`config.mk`:
```
export PLATFORM = sky130hd
export DESIGN_NAME = ilace_timing_gen
export DESIGN_NICKNAME = d
export VERILOG_FILES = /design/src/rtl/itg_pkg.sv /design/src/rtl/itg_cfg_regs.sv /design/src/rtl/itg_raster.sv /design/src/rtl/itg_sync_out.sv /design/src/rtl/ilace_timing_gen.sv
export SDC_FILE = /design/constraint.sdc
export NUM_CORES = 1
export LEC_CHECK = 0
export ABC_AREA = 1
export BUFFER_PORTS_ARGS = -buffer_cell sky130_fd_sc_hd__buf_2
export CAP_MARGIN = 20
export CORE_ASPECT_RATIO = 1.2
export CORE_MARGIN = 10
export CORE_UTILIZATION = 30
export CTS_CLUSTER_SIZE = 12
export DETAILED_ROUTE_END_ITERATION = 12
export MAX_ROUTING_LAYER = met4
export PLACE_DENSITY_LB_ADDON = 0.3
export SYNTH_ARGS = -nofsm -noshare
export SYNTH_HDL_FRONTEND = slang
export SYNTH_SLANG_ARGS = --single-unit
```
`constraint.sdc`:
```
create_clock -name clk -period 6.9 [get_ports clk]
set_input_delay 0 -clock clk [delete_from_list [all_inputs] [get_ports clk]]
set_output_delay 0 -clock clk [all_outputs]
set_load 0.1 [all_outputs]
```
`src/rtl/itg_pkg.sv`:
```
`timescale 1ns/1ps
package itg_pkg;
  localparam int HW = 16;
  localparam int AW = 3;
  localparam int DW = 2 * HW;

  localparam logic [AW-1:0] ADDR_ACT  = 3'd0;
  localparam logic [AW-1:0] ADDR_TOT  = 3'd1;
  localparam logic [AW-1:0] ADDR_HSY  = 3'd2;
  localparam logic [AW-1:0] ADDR_VPOR = 3'd3;
  localparam logic [AW-1:0] ADDR_MODE = 3'd4;

  typedef logic [HW-1:0] half_t;

  // Live register contents as written by software.
  typedef struct packed {
    half_t hact;
    half_t vact;
    half_t htot;
    half_t vtot;
    half_t hs_on;
    half_t hs_off;
    half_t vbp;
    half_t vfp;
    logic  ilace;
    logic  inv_h;
    logic  inv_v;
    logic  inv_c;
  } cfg_t;

  // Per-field working set, already resolved for even or odd.
  typedef struct packed {
    half_t hact;
    half_t vact;
    half_t htot;
    half_t vtot;
    half_t hs_on;
    half_t hs_off;
    half_t vs_on_ln;
    half_t vs_off_ln;
    half_t vs_px;
    logic  inv_h;
    logic  inv_v;
    logic  inv_c;
  } fset_t;

  function automatic fset_t derive(cfg_t c, logic odd);
    fset_t f;
    f.hact      = c.hact;
    f.vact      = c.vact;
    f.htot      = c.htot;
    f.vtot      = c.vtot + half_t'(odd);
    f.hs_on     = c.hs_on;
    f.hs_off    = c.hs_off;
    f.vs_on_ln  = c.vact + c.vbp + half_t'(odd);
    f.vs_off_ln = c.vtot + half_t'(odd) - c.vfp;
    f.vs_px     = odd ? (c.hs_on - (c.htot >> 1)) : c.hs_on;
    f.inv_h     = c.inv_h;
    f.inv_v     = c.inv_v;
    f.inv_c     = c.inv_c;
    return f;
  endfunction
endpackage

```
`src/rtl/itg_cfg_regs.sv`:
```
`timescale 1ns/1ps
module itg_cfg_regs
  import itg_pkg::*;
#(
  parameter cfg_t RST_CFG = '0
) (
  input  logic          clk,
  input  logic          rst_n,
  input  logic          wr_en,
  input  logic [AW-1:0] wr_addr,
  input  logic [DW-1:0] wr_data,
  output cfg_t          cfg_o
);
  cfg_t cfg_q;
  cfg_t cfg_d;

  always_comb begin
    cfg_d = cfg_q;
    if (wr_en) begin
      case (wr_addr)
        ADDR_ACT:  {cfg_d.vact, cfg_d.hact}     = wr_data;
        ADDR_TOT:  {cfg_d.vtot, cfg_d.htot}     = wr_data;
        ADDR_HSY:  {cfg_d.hs_off, cfg_d.hs_on}  = wr_data;
        ADDR_VPOR: {cfg_d.vfp, cfg_d.vbp}       = wr_data;
        ADDR_MODE: {cfg_d.inv_c, cfg_d.inv_v, cfg_d.inv_h, cfg_d.ilace} = wr_data[3:0];
        default: ;
      endcase
    end
  end

  always_ff @(posedge clk or negedge rst_n) begin
    if (!rst_n) cfg_q <= RST_CFG;
    else        cfg_q <= cfg_d;
  end

  assign cfg_o = cfg_q;
endmodule

```
`src/rtl/itg_raster.sv`:
```
`timescale 1ns/1ps
module itg_raster
  import itg_pkg::*;
#(
  parameter cfg_t RST_CFG = '0
) (
  input  logic  clk,
  input  logic  rst_n,
  input  cfg_t  cfg_i,
  output half_t pix_o,
  output half_t line_o,
  output logic  odd_o,
  output fset_t fset_o,
  output logic  field_end_o
);
  localparam fset_t RST_SET = derive(RST_CFG, 1'b0);

  half_t pix_q, pix_d;
  half_t line_q, line_d;
  logic  odd_q, odd_d;
  fset_t set_q, set_d;
  logic  line_end;
  logic  field_end;

  always_comb begin
    line_end  = (pix_q == set_q.htot - half_t'(1));
    field_end = line_end && (line_q == set_q.vtot - half_t'(1));
    pix_d     = line_end ? '0 : pix_q + half_t'(1);
    line_d    = line_q;
    odd_d     = odd_q;
    set_d     = set_q;
    if (field_end) begin
      line_d = '0;
      odd_d  = cfg_i.ilace & ~odd_q;
      set_d  = derive(cfg_i, cfg_i.ilace & ~odd_q);
    end else if (line_end) begin
      line_d = line_q + half_t'(1);
    end
  end

  always_ff @(posedge clk or negedge rst_n) begin
    if (!rst_n) begin
      pix_q  <= '0;
      line_q <= '0;
      odd_q  <= 1'b0;
      set_q  <= RST_SET;
    end else begin
      pix_q  <= pix_d;
      line_q <= line_d;
      odd_q  <= odd_d;
      set_q  <= set_d;
    end
  end

  assign pix_o       = pix_q;
  assign line_o      = line_q;
  assign odd_o       = odd_q;
  assign fset_o      = set_q;
  assign field_end_o = field_end;
endmodule

```
`src/rtl/itg_sync_out.sv`:
```
`timescale 1ns/1ps
module itg_sync_out
  import itg_pkg::*;
#(
  parameter logic [2:0] RST_INV = 3'b000
) (
  input  logic       clk,
  input  logic       rst_n,
  input  half_t      pix,
  input  half_t      line,
  input  logic       odd,
  input  half_t      hact,
  input  half_t      vact,
  input  half_t      htot,
  input  half_t      hs_on,
  input  half_t      hs_off,
  input  half_t      vs_on_ln,
  input  half_t      vs_off_ln,
  input  half_t      vs_px,
  input  logic [2:0] inv,
  output logic       de_o,
  output logic [2:0] sync_o,
  output logic       irq_o,
  output logic       field_o
);
  localparam int NSYNC = 3;

  logic             de_d, de_q;
  logic             irq_d, irq_q;
  logic             fld_d, fld_q;
  logic             hs_raw, vs_raw;
  logic [NSYNC-1:0] raw;
  logic [NSYNC-1:0] sync_q;

  function automatic logic at_or_after(half_t ln, half_t px, half_t ref_ln, half_t ref_px);
    return (ln > ref_ln) || ((ln == ref_ln) && (px >= ref_px));
  endfunction

  always_comb begin
    de_d   = (pix < hact) && (line < vact);
    hs_raw = (pix >= hs_on) && (pix < hs_off);
    vs_raw = at_or_after(line, pix, vs_on_ln, vs_px) &&
             !at_or_after(line, pix, vs_off_ln, vs_px);
    raw    = {hs_raw | vs_raw, vs_raw, hs_raw};
    irq_d  = (line == vact - half_t'(1)) && (pix == htot - half_t'(1));
    fld_d  = irq_d ? odd : fld_q;
  end

  // One polarity stage per sync output: bit 0 h, bit 1 v, bit 2 composite.
  for (genvar g = 0; g < NSYNC; g++) begin : g_sync
    always_ff @(posedge clk or negedge rst_n) begin
      if (!rst_n) sync_q[g] <= RST_INV[g];
      else        sync_q[g] <= raw[g] ^ inv[g];
    end
  end

  always_ff @(posedge clk or negedge rst_n) begin
    if (!rst_n) begin
      de_q  <= 1'b0;
      irq_q <= 1'b0;
      fld_q <= 1'b0;
    end else begin
      de_q  <= de_d;
      irq_q <= irq_d;
      fld_q <= fld_d;
    end
  end

  assign de_o    = de_q;
  assign sync_o  = sync_q;
  assign irq_o   = irq_q;
  assign field_o = fld_q;
endmodule

```
`src/rtl/ilace_timing_gen.sv`:
```
`timescale 1ns/1ps
module ilace_timing_gen
  import itg_pkg::*;
#(
  parameter int         DEF_HACT   = 12,
  parameter int         DEF_VACT   = 6,
  parameter int         DEF_HTOT   = 20,
  parameter int         DEF_VTOT   = 12,
  parameter int         DEF_HS_ON  = 14,
  parameter int         DEF_HS_OFF = 16,
  parameter int         DEF_VBP    = 2,
  parameter int         DEF_VFP    = 2,
  parameter logic       DEF_ILACE  = 1'b0,
  parameter logic [2:0] DEF_INV    = 3'b000
) (
  input  logic          clk,
  input  logic          rst_n,
  input  logic          wr_en_i,
  input  logic [2:0]    wr_addr_i,
  input  logic [31:0]   wr_data_i,
  output logic          de_o,
  output logic          hsync_o,
  output logic          vsync_o,
  output logic          csync_o,
  output logic          frame_irq_o,
  output logic          field_o
);
  localparam cfg_t RST_CFG = '{
    hact:   half_t'(DEF_HACT),
    vact:   half_t'(DEF_VACT),
    htot:   half_t'(DEF_HTOT),
    vtot:   half_t'(DEF_VTOT),
    hs_on:  half_t'(DEF_HS_ON),
    hs_off: half_t'(DEF_HS_OFF),
    vbp:    half_t'(DEF_VBP),
    vfp:    half_t'(DEF_VFP),
    ilace:  DEF_ILACE,
    inv_h:  DEF_INV[0],
    inv_v:  DEF_INV[1],
    inv_c:  DEF_INV[2]
  };

  cfg_t       cfg;
  half_t      pix;
  half_t      line;
  logic       odd;
  fset_t      fset;
  logic       field_end;
  logic [2:0] sync;

  itg_cfg_regs #(.RST_CFG(RST_CFG)) u_regs (
    .clk     (clk),
    .rst_n   (rst_n),
    .wr_en   (wr_en_i),
    .wr_addr (wr_addr_i),
    .wr_data (wr_data_i),
    .cfg_o   (cfg)
  );

  itg_raster #(.RST_CFG(RST_CFG)) u_raster (
    .clk         (clk),
    .rst_n       (rst_n),
    .cfg_i       (cfg),
    .pix_o       (pix),
    .line_o      (line),
    .odd_o       (odd),
    .fset_o      (fset),
    .field_end_o (field_end)
  );

  itg_sync_out #(.RST_INV(DEF_INV)) u_out (
    .clk       (clk),
    .rst_n     (rst_n),
    .pix       (pix),
    .line      (line),
    .odd       (odd),
    .hact      (fset.hact),
    .vact      (fset.vact),
    .htot      (fset.htot),
    .hs_on     (fset.hs_on),
    .hs_off    (fset.hs_off),
    .vs_on_ln  (fset.vs_on_ln),
    .vs_off_ln (fset.vs_off_ln),
    .vs_px     (fset.vs_px),
    .inv       ({fset.inv_c, fset.inv_v, fset.inv_h}),
    .de_o      (de_o),
    .sync_o    (sync),
    .irq_o     (frame_irq_o),
    .field_o   (field_o)
  );

  assign hsync_o = sync[0];
  assign vsync_o = sync[1];
  assign csync_o = sync[2];
endmodule

```
==> Word-level counts from Yosys, hierarchy flattened <==
Index checks and enable logic that the tools add are counted.
{ "classes": {"reduce_logical": 17, "n_eq_ne": 9, "mul": 0, "shifts": 0, "bitwise": 6, "div_mod_pow": 0, "n_lt_le_gt_ge": 7, "mux": 4, "n_addsub": 10} }
{ "ops": {"columns": ["op", "n"], "rows": [
  ["$eq 16x16->1", 5],
  ["$mux 16", 4],
  ["$lt 16x16->1", 3],
  ["$sub 16x1->16 const B", 3],
  ["$add 16x1->16", 2],
  ["$add 16x1->16 const B", 2],
  ["$ge 16x16->1", 2],
  ["$gt 16x16->1", 2],
  ["$add 16x16->16", 1],
  ["$sub 16x15->16", 1],
  ["$sub 16x16->16", 1],
  ["$reduce_and 2->1", 5],
  ["$logic_and 1x1->1", 7],
  ["$eq 3x2->1 const B", 2],
  ["$eq 3x1->1 const B", 1],
  ["$eq 3x3->1 const B", 1],
  ["$logic_not 3->1", 1],
  ["$xor 1x1->1", 3],
  ["$logic_or 1x1->1", 2],
  ["$reduce_bool 2->1", 1],
  ["$and 1x1->1", 1],
  ["$logic_not 1->1", 1],
  ["$not 1->1", 1],
  ["$or 1x1->1", 1]
]} }
{ "totals": {"memories": 0, "reg_bits": 318, "rom_bits": 0, "ram_bits": 0, "out_inout_bits": 6, "inputBits": 38, "elab_cells": 86, "latchBits": 0} }

==> Longest topological paths before layout <==
{ "depth": {"depth_word": 7, "mapped_depth": 24, "depth_no_buf": 23} }

==> Hierarchy <==
Synthesis repeated with hierarchy kept, for this count alone.
{ "unflattened": {"cells_unflattened": 3036, "hier_area_um2": 21574.4} }
{ "by_module_without_submodules": {"columns": ["mod", "area_each_um2", "seq_area_each_um2", "n_inst", "cells_each"], "rows": [
  ["itg_raster", 11891.4, 4526.8, 1, 1687],
  ["itg_cfg_regs", 5237.5, 3320.7, 1, 582],
  ["itg_sync_out", 4445.5, 150.1, 1, 767]
]} }

==> Least setup slack after synthesis <==
OpenSTA, ideal clock, no wires.
{ "synth_timing": {"kind": "reg-to-reg", "startpoint": "register u_raster.odd_q (netlist: u_raster.odd_o)", "endpoint": "register u_raster.set_q (netlist bit u_raster.fset_o[34])", "t_required_ns": 6.784, "path_buffers": 1, "setup_ns": 0.116, "synth_period_minus_slack_ns": 3.153, "arrival_time_ns": 3.037, "path_slack_ns": 3.747, "stages_incl_launch_ff": 23, "path_cell_list": "dfrtp_1 > nor2_1 > clkbuf_1 > ha_1 > ha_1 > nand2_1 > nor2_1 > nand2_1 > nor2_1 > nand2_1 > nor2_1 > a21oi_1 > a21oi_1 > ha_1 > a21oi_1 > a21boi_0 > nand2_1 > a21oi_1 > inv_1 > nand2_1 > nand2_1 > nand3_1 > nand2_1"} }
{ "synth_between": {"elab_chain_len": 4} }
{ "synth_rtl": {"columns": ["item", "line", "text"], "rows": [
  ["from (decl)", "itg_raster.sv:20", "logic odd_q, odd_d;"],
  ["from (signal assigned)", "itg_raster.sv:45", "odd_q <= 1'b0;"],
  ["from (signal assigned)", "itg_raster.sv:50", "odd_q <= odd_d;"],
  ["$not 1->1", "itg_raster.sv:35", "set_d = derive(cfg_i, cfg_i.ilace & ~odd_q);"],
  ["$and 1x1->1", "itg_raster.sv:35", null],
  ["$add 16x1->16", "itg_pkg.sv:56", "f.vs_off_ln = c.vtot + half_t'(odd) - c.vfp;"],
  ["$sub 16x16->16", "itg_pkg.sv:56", null],
  ["to (signal assigned)", "itg_raster.sv:51", "set_q <= set_d;"],
  ["to (decl)", "itg_raster.sv:21", "fset_t set_q, set_d;"]
]} }
Every way passes these cells.
A chain may end at the register's enable or synchronous reset.

==> Worst setup path in the final report <==
Ends and elaborated chain as after synthesis.

==> flow_metrics.py <==
metrics = {
    "grt": {
        "grt_usage_pct": 14.9,
        "grt_max_degree": 184,
        "grt_overflow_total": 0,
        "grt_pass1_vias": 16566,
        "grt_pass1_wl_um": 92800,
        "antenna_found_initial": 0,
    },
    "worst_hold_path": {
        "hold_depth": 3,
        "hold_end": "u_regs.cfg_o[3]$_DFFE_PN0P_",
        "hold_class": "in2reg",
        "min-delay-start": "wr_en_i",
    },
    "drt": {
        "wl_per_cell_um": 15.6,
        "ant_nets": 0,
        "via_per_inst": 4.62,
        "dr.pass1.iters": 5,
        "drc_errors": 0,
        "vias": 17098,
        "wl_um": 57700,
        "drt_iter0_markers": 1156,
    },
    "synth": {
        "postSynthNetCount": 2939,
        "netlist.area_leader.share_pct": 35.2,
        "synth_most_common_cell": "nand2_1",
        "synth_seq_cells": 318,
        "yosys_warnings": 0,
        "synth_area_leader_cell": "dfrtp_1",
        "netlist_top_cells_area": "dfrtp_1 (35%), nand2_1 (16%), ha_1 (9.9%), nand3_1 (6.8%), inv_1 (5.9%)",
        "synth_cells": 2736,
        "synthArstFlopShare_pct": 100,
        "syn_area_um2": 20400,
        "ys_top_cells_by_count": "nand2_1 (873), inv_1 (319), dfrtp_1 (286)",
        "synth_edf_count": 0,
        "yosys_most_used_dff": "dfrtp_1",
        "ys_seq_area_share_pct": 39.3,
        "yosysUniqueCellTypes": 43,
        "syn_area_per_cell_um2": 7.44,
    },
    "timing": {
        "max_freq_mhz": 276,
        "setup-violations-final": 0,
        "relSlewSlack_pct": 37.1,
        "finalHoldViolations": 0,
        "fin_ws_ns": 3.28,
        "rsz0062_at_grt": "false",
        "slew_viol_final": 0,
        "worst_pin_slew_ns": 0.943,
        "final.setup.tns_ns": 0,
        "finalCriticalPeriod_ns": 3.62,
        "final.setup_skew_ns": 0.0262,
        "final.period_utilization_pct": 52.4,
    },
    "power": {
        "total_power_mw": 5.23,
        "powerDensity_nw_per_um2": 229,
        "vdd_drop_max_uv": 155,
        "power_leakage_nw": 12.1,
    },
    "clocking": {
        "cts_tree": "done",
        "postCtsResizedCells": 0,
        "numCtsBuffers": 35,
        "cts_root_buf": "clkbuf_16",
        "path_clk_slew_ns": 0.06,
        "clk_path_buf_depth": 3,
        "clk_latency_ns": 0.54,
        "htreeDepth": 2,
        "clock_sinks": 318,
    },
    "setup_path": {
        "cp_num_buf_inv": 2,
        "crit_fanout": 12,
        "timing.rr.end": "u_raster.fset_o[34]$_DFFE_PN0P_",
        "r2r_start": "u_raster.odd_o$_DFFE_PN0P_",
        "slowest_stage": "dfrtp_1",
        "worstPathArrival_ns": 4.03,
        "cp-start-kind": "flip-flop",
        "endpoint_kind": "flip-flop",
        "rrSetupSlack_ns": 3.28,
        "r2r_cells": 22,
        "cp_slowest_stage_delay_ns": 0.47,
        "critPathRequiredTime_ns": 7.31,
        "path_cells": "nor2_1 -> buf_4 -> ha_1 -> ha_1 -> nand2_1 -> nor2_1 -> nand2_1 -> nor2_1 -> nand2_1 -> nor2_1 -> a21oi_1 -> a21oi_1 -> ha_1 -> a21oi_1 -> a21boi_0 -> nand2_1 -> a21oi_1 -> inv_1 -> nand2_1 -> nand2_1 -> nand3_1 -> nand2_1",
        "worst_path_most_repeated_cell": "nand2_1",
        "crit_type": "reg2reg",
        "cpLargestDelayFamily": "simple AND/OR/NAND/NOR gates",
    },
    "cells_and_area": {
        "final_cell_area_um2": 22800,
        "nNetsFinal": 2972,
        "antenna-diode-count": 0,
        "drive_gt1_share_pct": 5.90,
        "utilization_pct": 34.0,
        "area_delta_synth_final_pct": 12.3,
    },
    "floorplan": {
        "fp.dieW_um": 258,
        "die_h_um": 305,
        "initial_utilization_pct": 30.3,
        "io_pins": 44,
        "coreArea_um2": 67100,
        "fp-row-count": 104,
        "dieArea_um2": 78700,
    },
    "placed_design": {
        "dp_hpwl_um": 42100,
        "dpl_worst_slack_ns": 3.28,
        "numPortBuffers": 43,
        "gp_congestion": 0.895,
        "place_area_um2": 21300,
    },
    "status": {
        "status": "finished, final reports clean",
    },
    "flow_run": {
        "drv_cap": 0,
    },
}
power breakdown:
group          switching [mW]  leakage [nW]  internal [mW]
Sequential              0.166          4.15           2.02
Clock                   0.795         0.577           1.17
Combinational           0.683          7.35          0.400
cell type report:
class / instances / area, um^2
fillers: 7245 / 44300
repair buffers: 88 / 691
well taps: 901 / 1130
inverters: 325 / 1220
clock buffers: 56 / 1060
clock inverters: 8 / 133
multi-input cells: 2001 / 10600
flip-flops and latches: 318 / 8000
layout by cell type (no fill, tap or decap), types with 3 or more instances in the layout:
master / count
nor2_4: 5
nand2_1: 871
a31oi_1: 3
ha_1: 161
nand3b_1: 16
clkbuf_8: 8
bufinv_16: 3
o21bai_1: 10
a21boi_0: 4
o21ai_0: 177
nand3_1: 273
dfrtp_1: 286
nand3_2: 4
a21o_1: 12
xor2_1: 56
inv_1: 319
fa_1: 4
dlygate4sd3_1: 33
nor2_1: 175
buf_4: 9
clkbuf_16: 36
buf_2: 42
nand4_1: 25
o21a_1: 5
inv_2: 4
nor2_2: 5
dfstp_2: 32
nor3b_1: 3
clkbuf_1: 12
nand2_2: 3
nor3_1: 21
nor4_1: 7
or2_2: 4
xnor2_1: 44
a21oi_1: 101
worst max-delay path by stage:
stage                               start                              end  slack (ns)  depth (start not counted)
5_1_grt        u_raster.odd_o$_DFFE_PN0P_  u_raster.fset_o[34]$_DFFE_PN0P_        2.80                         23
4_1_cts        u_raster.odd_o$_DFFE_PN0P_  u_raster.fset_o[34]$_DFFE_PN0P_        3.27                         22
2_1_floorplan  u_raster.odd_o$_DFFE_PN0P_  u_raster.fset_o[34]$_DFFE_PN0P_        3.75                         22
3_5_place_dp   u_raster.odd_o$_DFFE_PN0P_  u_raster.fset_o[34]$_DFFE_PN0P_        3.28                         22
6_report       u_raster.odd_o$_DFFE_PN0P_  u_raster.fset_o[34]$_DFFE_PN0P_        3.28                         22
3_3_place_gp   u_raster.odd_o$_DFFE_PN0P_  u_raster.fset_o[34]$_DFFE_PN0P_        3.32                         22
routing by layer:
metal	GRT usage, %	vias up	routed length (um)	share of wire [%]
met2	22.7	282	25500	44
met4	4.24	0	1490	2.6
met3	1.66	79	1970	3.4
li1	-	8853	-	-
met5	-	-	0	0
met1	20.7	7884	28700	50
worst min-delay path, stage by stage:
cell,delay (ns)
buf_2,0.10
nand3_1,0.28
o21ai_0,0.12
metrics by stage:
step,hold slack (ns),instances
5_1_grt,0.0579,3697
2_1_floorplan,-0.296,2736
4_1_cts,0.000369,3696
6_report,0.0173,3697
3_3_place_gp,0.144,3599
3_5_place_dp,0.148,3599
state kept, by name, summed over array words and instances (netlist names):
signal and count:
u_raster.fset_o 147, u_regs.cfg_o 132, u_raster.line_o 16, u_raster.pix_o 16, u_out.sync_o 3, u_out.de_o 1, u_out.field_o 1, u_out.irq_o 1
u_raster.odd_o 1
logic make-up after synthesis:
family | share of synthesized area, %
and+or+nand+nor | 29.1
AOI/OAI and AO/OA | 8.28
buffers and inverters | 8.61
DFF | 39.3
adders and majority gates | 10.3
xor gates and xnor gates | 4.41
repair_timing:
action / in CTS / in global routing
hold endpoints to repair: 221 / 0
setup buffers: 0 / 0
hold buffers: 33 / 0
(Power assumes the default switching activity.)
